<file path="src/rtl/bitpart_pkg.sv">
package bitpart_pkg;

    // Which class of mask bit a gather chain collects.
    typedef enum logic {
        CLASS_CLEAR = 1'b0,
        CLASS_SET   = 1'b1
    } bit_class_e;

endpackage

</file>
<file path="src/rtl/bitpart_gather.sv">
module bitpart_gather
    import bitpart_pkg::*;
#(
    parameter int         W     = 8,
    parameter int         SLOTS = 4,
    parameter bit_class_e POL   = CLASS_SET,
    localparam int        CW    = $clog2(W + 1)
) (
    input  logic [W-1:0]     data,
    input  logic [W-1:0]     mask,
    output logic [SLOTS-1:0] packed_bits,
    output logic [CW-1:0]    hits
);

    logic [W-1:0]  match;
    logic [CW-1:0] rank [W+1];

    // Prefix chain from the MSB downwards: rank[i] counts the matches above bit i.
    assign rank[W] = '0;

    for (genvar i = W - 1; i >= 0; i--) begin : g_chain
        assign match[i] = (mask[i] == logic'(POL));
        assign rank[i]  = rank[i+1] + CW'(match[i]);
    end

    assign hits = rank[0];

    // Slot s, counted from the MSB side of the group, takes the bit whose rank is s.
    for (genvar s = 0; s < SLOTS; s++) begin : g_slot
        logic [W-1:0] pick;
        for (genvar i = 0; i < W; i++) begin : g_pick
            assign pick[i] = match[i] && (rank[i+1] == CW'(s)) && data[i];
        end
        assign packed_bits[SLOTS-1-s] = |pick;
    end

endmodule

</file>
<file path="src/rtl/bitpart_unit.sv">
module bitpart_unit
    import bitpart_pkg::*;
#(
    parameter int W = 8,
    localparam int HALF = W / 2,
    localparam int CW   = $clog2(W + 1)
) (
    input  logic         clk,
    input  logic         rst,
    input  logic         in_valid,
    input  logic [W-1:0] in_data,
    input  logic [W-1:0] in_mask,
    output logic         out_valid,
    output logic [W-1:0] out_data,
    output logic         mask_err
);

    typedef struct packed {
        logic         vld;
        logic         err;
        logic [W-1:0] res;
    } state_t;

    state_t st_d, st_q;

    logic [HALF-1:0] grp_bits [2];
    logic [CW-1:0]   grp_hits [2];

    for (genvar g = 0; g < 2; g++) begin : g_class
        bitpart_gather #(
            .W     (W),
            .SLOTS (HALF),
            .POL   (bit_class_e'(g))
        ) gather_i (
            .data        (in_data),
            .mask        (in_mask),
            .packed_bits (grp_bits[g]),
            .hits        (grp_hits[g])
        );
    end

    always_comb begin
        st_d     = st_q;
        st_d.vld = 1'b0;
        if (in_valid) begin
            st_d.vld = 1'b1;
            st_d.res = {grp_bits[1], grp_bits[0]};
            st_d.err = (grp_hits[1] != CW'(HALF)) || (grp_hits[0] != CW'(W - HALF));
        end
    end

    always_ff @(posedge clk) begin
        if (rst) begin
            st_q <= '0;
        end else begin
            st_q <= st_d;
        end
    end

    assign out_valid = st_q.vld;
    assign out_data  = st_q.res;
    assign mask_err  = st_q.err;

endmodule

</file>
<file path="config.mk">
export PLATFORM = sky130hd
export DESIGN_NAME = bitpart_unit
export DESIGN_NICKNAME = d
export VERILOG_FILES = /design/src/rtl/bitpart_pkg.sv /design/src/rtl/bitpart_gather.sv /design/src/rtl/bitpart_unit.sv
export SDC_FILE = /design/constraint.sdc
export NUM_CORES = 1
export LEC_CHECK = 0
export ABC_CLOCK_PERIOD_IN_PS = 4100
export BUFFER_PORTS_ARGS = -buffer_cell sky130_fd_sc_hd__buf_2
export CORE_MARGIN = 2
export CORE_UTILIZATION = 45
export CTS_CLUSTER_DIAMETER = 30
export DETAILED_ROUTE_END_ITERATION = 10
export PLACE_DENSITY = 0.66
export SETUP_SLACK_MARGIN = 0.4
export SKIP_LAST_GASP = 1
export SLEW_MARGIN = 0
export SYNTH_ARGS = -nofsm -noshare
export SYNTH_HDL_FRONTEND = slang
export SYNTH_SLANG_ARGS = --single-unit
</file>
<file path="constraint.sdc">
create_clock -name clk -period 4.1 [get_ports clk]
set_clock_uncertainty 0.15 [all_clocks]
set_input_delay 0 -clock clk [delete_from_list [all_inputs] [get_ports clk]]
set_output_delay 0 -clock clk [all_outputs]
set_load 0.03 [all_outputs]
</file>
==> summary.md <==
| Metric | Value |
|---|---|
| Netlist Area Pre-Place | `1770 um^2` |
| Outcome | `finished clean` |
| Wire per inst | `14.8 um` |
| Core area | `3720 um^2` |
| Post-route ant nets | `0` |
| Cell Pwr Density | `360 nW/um^2` |
| Placement row count | `22` |
| Sequential share of the synthesized area | `11.3%` |
| Ys flop type | `dfxtp_1` |
| EDFF count, synth | `0` |
| Overall Global Routing Usage | `21.4%` |
| Drt via density | `5.84` |
| Worst min path class | `in -> reg` |
| Max frequency | `278 MHz` |
| Peak supply drop | `264 uV` |
| Final setup viols | `0` |
| First-pass GRT wire length | `7.44 mm` |
| Die ar. | `4450 um^2` |
| Crit path kind | `in -> reg` |
| Period Utilization, post-route | `87.8%` |
| Worst slew pin tran | `0.432 ns` |
| Worst setup EP type | `register` |
| Routed vias | `1833` |
| Vias in the first global route | `1658` |
| TritonRoute pass-1 iters | `4` |
| Die H | `66.7 um` |
| Leakage | `0.000905 uW` |
| Tmin final | `3.60 ns` |
| Pre-CTS WS | `0.0895 ns` |
| Largest net degree at the start of global routing | `15` |
| H-tree Lvls | `1` |
| Count leader, synth | `ha_1` |
| Top post-synthesis cells by area | `ha_1, dfxtp_1, nor2_1, nand2_1, nand3_1` |
| Max cap viols | `0` |
| Port bufs | `28` |
| Fraction of layout cells with a size suffix above 1 | `22.2%` |
| Initial antenna violation count | `0` |
| Async set or reset register ratio after synthesis | `0%` |
| Syn-to-layout area delta | `20.0%` |
| Worst path arrival time | `3.56 ns` |
| Number of antenna diodes | `0` |
| Post-route setup slack | `0.500 ns` |
| Drt total wl | `4.64 mm` |
| DRT iter0 DRCs | `107` |
| CTS Sinks | `10` |
| Final Max Tran Viols | `0` |
| Starting density of the core | `47.6%` |
| CP max-delay cell | `fa_2` |
| Crit-path most repeated cell | `ha_1` |
| Max_slew headroom | `70.9%` |
| Final Non-Filler Cells | `314` |
| Crit-path max cell delay | `0.59 ns` |
| Unique masters post-synth | `49` |
| Syn Inst Count | `234` |
| Top cell type by total area after synthesis | `ha_1` |
| Overflow after GRT | `0` |
| Endpoints failing hold | `0` |
| Critical Path Source Type | `input pin` |
| Post-route DRC | `0` |
| Cell Count Post-Placement | `309` |
| Max Root-Sink Buffers | `2` |
| Synth warn | `0` |
| Yosys top cell area share | `19.1%` |
| CTS tree | `done` |
| Reg clk slew, reported paths | `0.05 ns` |
| RSZ-0062 raised after global routing | `yes` |
| Synth Register Bits | `10` |
| CTS Buf Count | `3` |
| CP required | `4.06 ns` |
| CP Cell Sequence | `buf_2 > inv_1 > fa_2 > inv_1 > ha_1 > ha_1 > ha_2 > ha_4 > ha_1 > ha_1 > or4_1 > nor3_1 > a311oi_1` |
| Die X | `66.7 um` |
| RePlAce Congestion | `0.850` |
| Final setup TNS | `0 ns` |
| Clock latency on the worst-skew pair | `0.24 ns` |
| Root buf cell | `clkbuf_8` |
| Syn Nets | `282` |
| Filler cells | `369` |
| Delay-heaviest family, CP | `adder cells` |
| Synth cell count leaders | `ha_1, nor2_1, nand2_1, inv_1, nand3_1` |
| Nets | `315` |
| DP HPWL | `3.69 mm` |
| Syn_area_per_cell | `7.56 um^2` |
| Max FO, Critical Path | `7` |
| Worst path bufs/invs | `3` |
| Final hold slack | `0.0265 ns` |
| I/O Pins | `29` |
## state kept, by name, summed over array words and instances (netlist names)
signal and flops:
mask_err 1, out_data 8, out_valid 1
## worst reg2reg max path, stage by stage, from the launching register on
cell      delay (ns)
dfxtp_1         0.34
o21bai_1        0.08
or3_1           0.32
o22ai_1         0.14
## worst paths after layout
path	startpoint	endpoint	slack [ns]	cells after the start
max	in_mask[5]	mask_err$_SDFFE_PP0P_	0.50	13
min	in_valid	out_data[2]$_SDFFE_PP0P_	0.03	3
max reg2reg	out_data[7]$_SDFFE_PP0P_	out_data[7]$_SDFFE_PP0P_	2.99	3
min reg2reg	mask_err$_SDFFE_PP0P_	mask_err$_SDFFE_PP0P_	0.34	2
## cell families after synthesis
| family | share of synthesized area, % |
|---|---|
| fa+ha+maj | 21.4 |
| buf+inv | 5.73 |
| flops | 11.3 |
| compound gates | 20.9 |
| mux | 1.13 |
| xor+xnor | 8.21 |
| simple gates | 31.4 |
## cell type report
cell class	instances	area (um^2)	share of cell area, %
multi-input combinational	200	1550	73.1
tap	48	60.1	2.83
inverter	18	67.6	3.18
timing repair buffer	34	188	8.84
sequential	10	200	9.43
clock buffer	4	55.1	2.59
## layer usage
layer / track usage [%] / vias to the layer above / wire (um)
met5: 0 / - / 0
met2: 35.9 / 48 / 2160
met3: 2.87 / 4 / 228
met4: 3.32 / 0 / 27
met1: 29.5 / 843 / 2230
li1: - / 938 / -
## metrics by stage
stage          util (%)  power (uW)  area (um^2)
2_1_floorplan         -         467         1780
3_3_place_gp       53.5         582         1990
3_5_place_dp       53.5         588         1990
4_1_cts            55.6         723         2060
5_1_grt            57.1         831         2120
6_report           57.1         763         2120
## power breakdown
group          total, uW  internal, uW  switching [uW]
combinational        526           228             298
clock                123          84.4            38.3
sequential           115           109            5.86
total                763           422             342
## what timing repair did
| action | CTS | global route |
|---|---|---|
| pin swaps | 1 | 0 |
| setup endpoints to repair | 1 | 6 |
| hold endpoints to repair | 6 | 0 |
| hold buffers | 1 | 0 |
| resized for setup | 1 | 8 |
| setup buffers | 0 | 0 |
## cell usage in the layout, fill, tap and decap left out, types with 4 or more instances in the layout
cell type	count
a21oi_1	5
a31o_2	4
a31oi_1	5
and2_1	5
buf_2	28
buf_4	5
clkbuf_8	4
dfxtp_1	10
ha_1	19
ha_4	5
inv_1	18
nand2_1	20
nand3_1	15
nand3b_1	4
nand4_1	7
nor2_1	24
nor2b_1	4
nor3_1	6
nor4_1	4
o21ai_0	6
o311ai_0	6
xnor2_1	5
xor2_1	5
No activity file was read; power rests on OpenSTA's default activity.
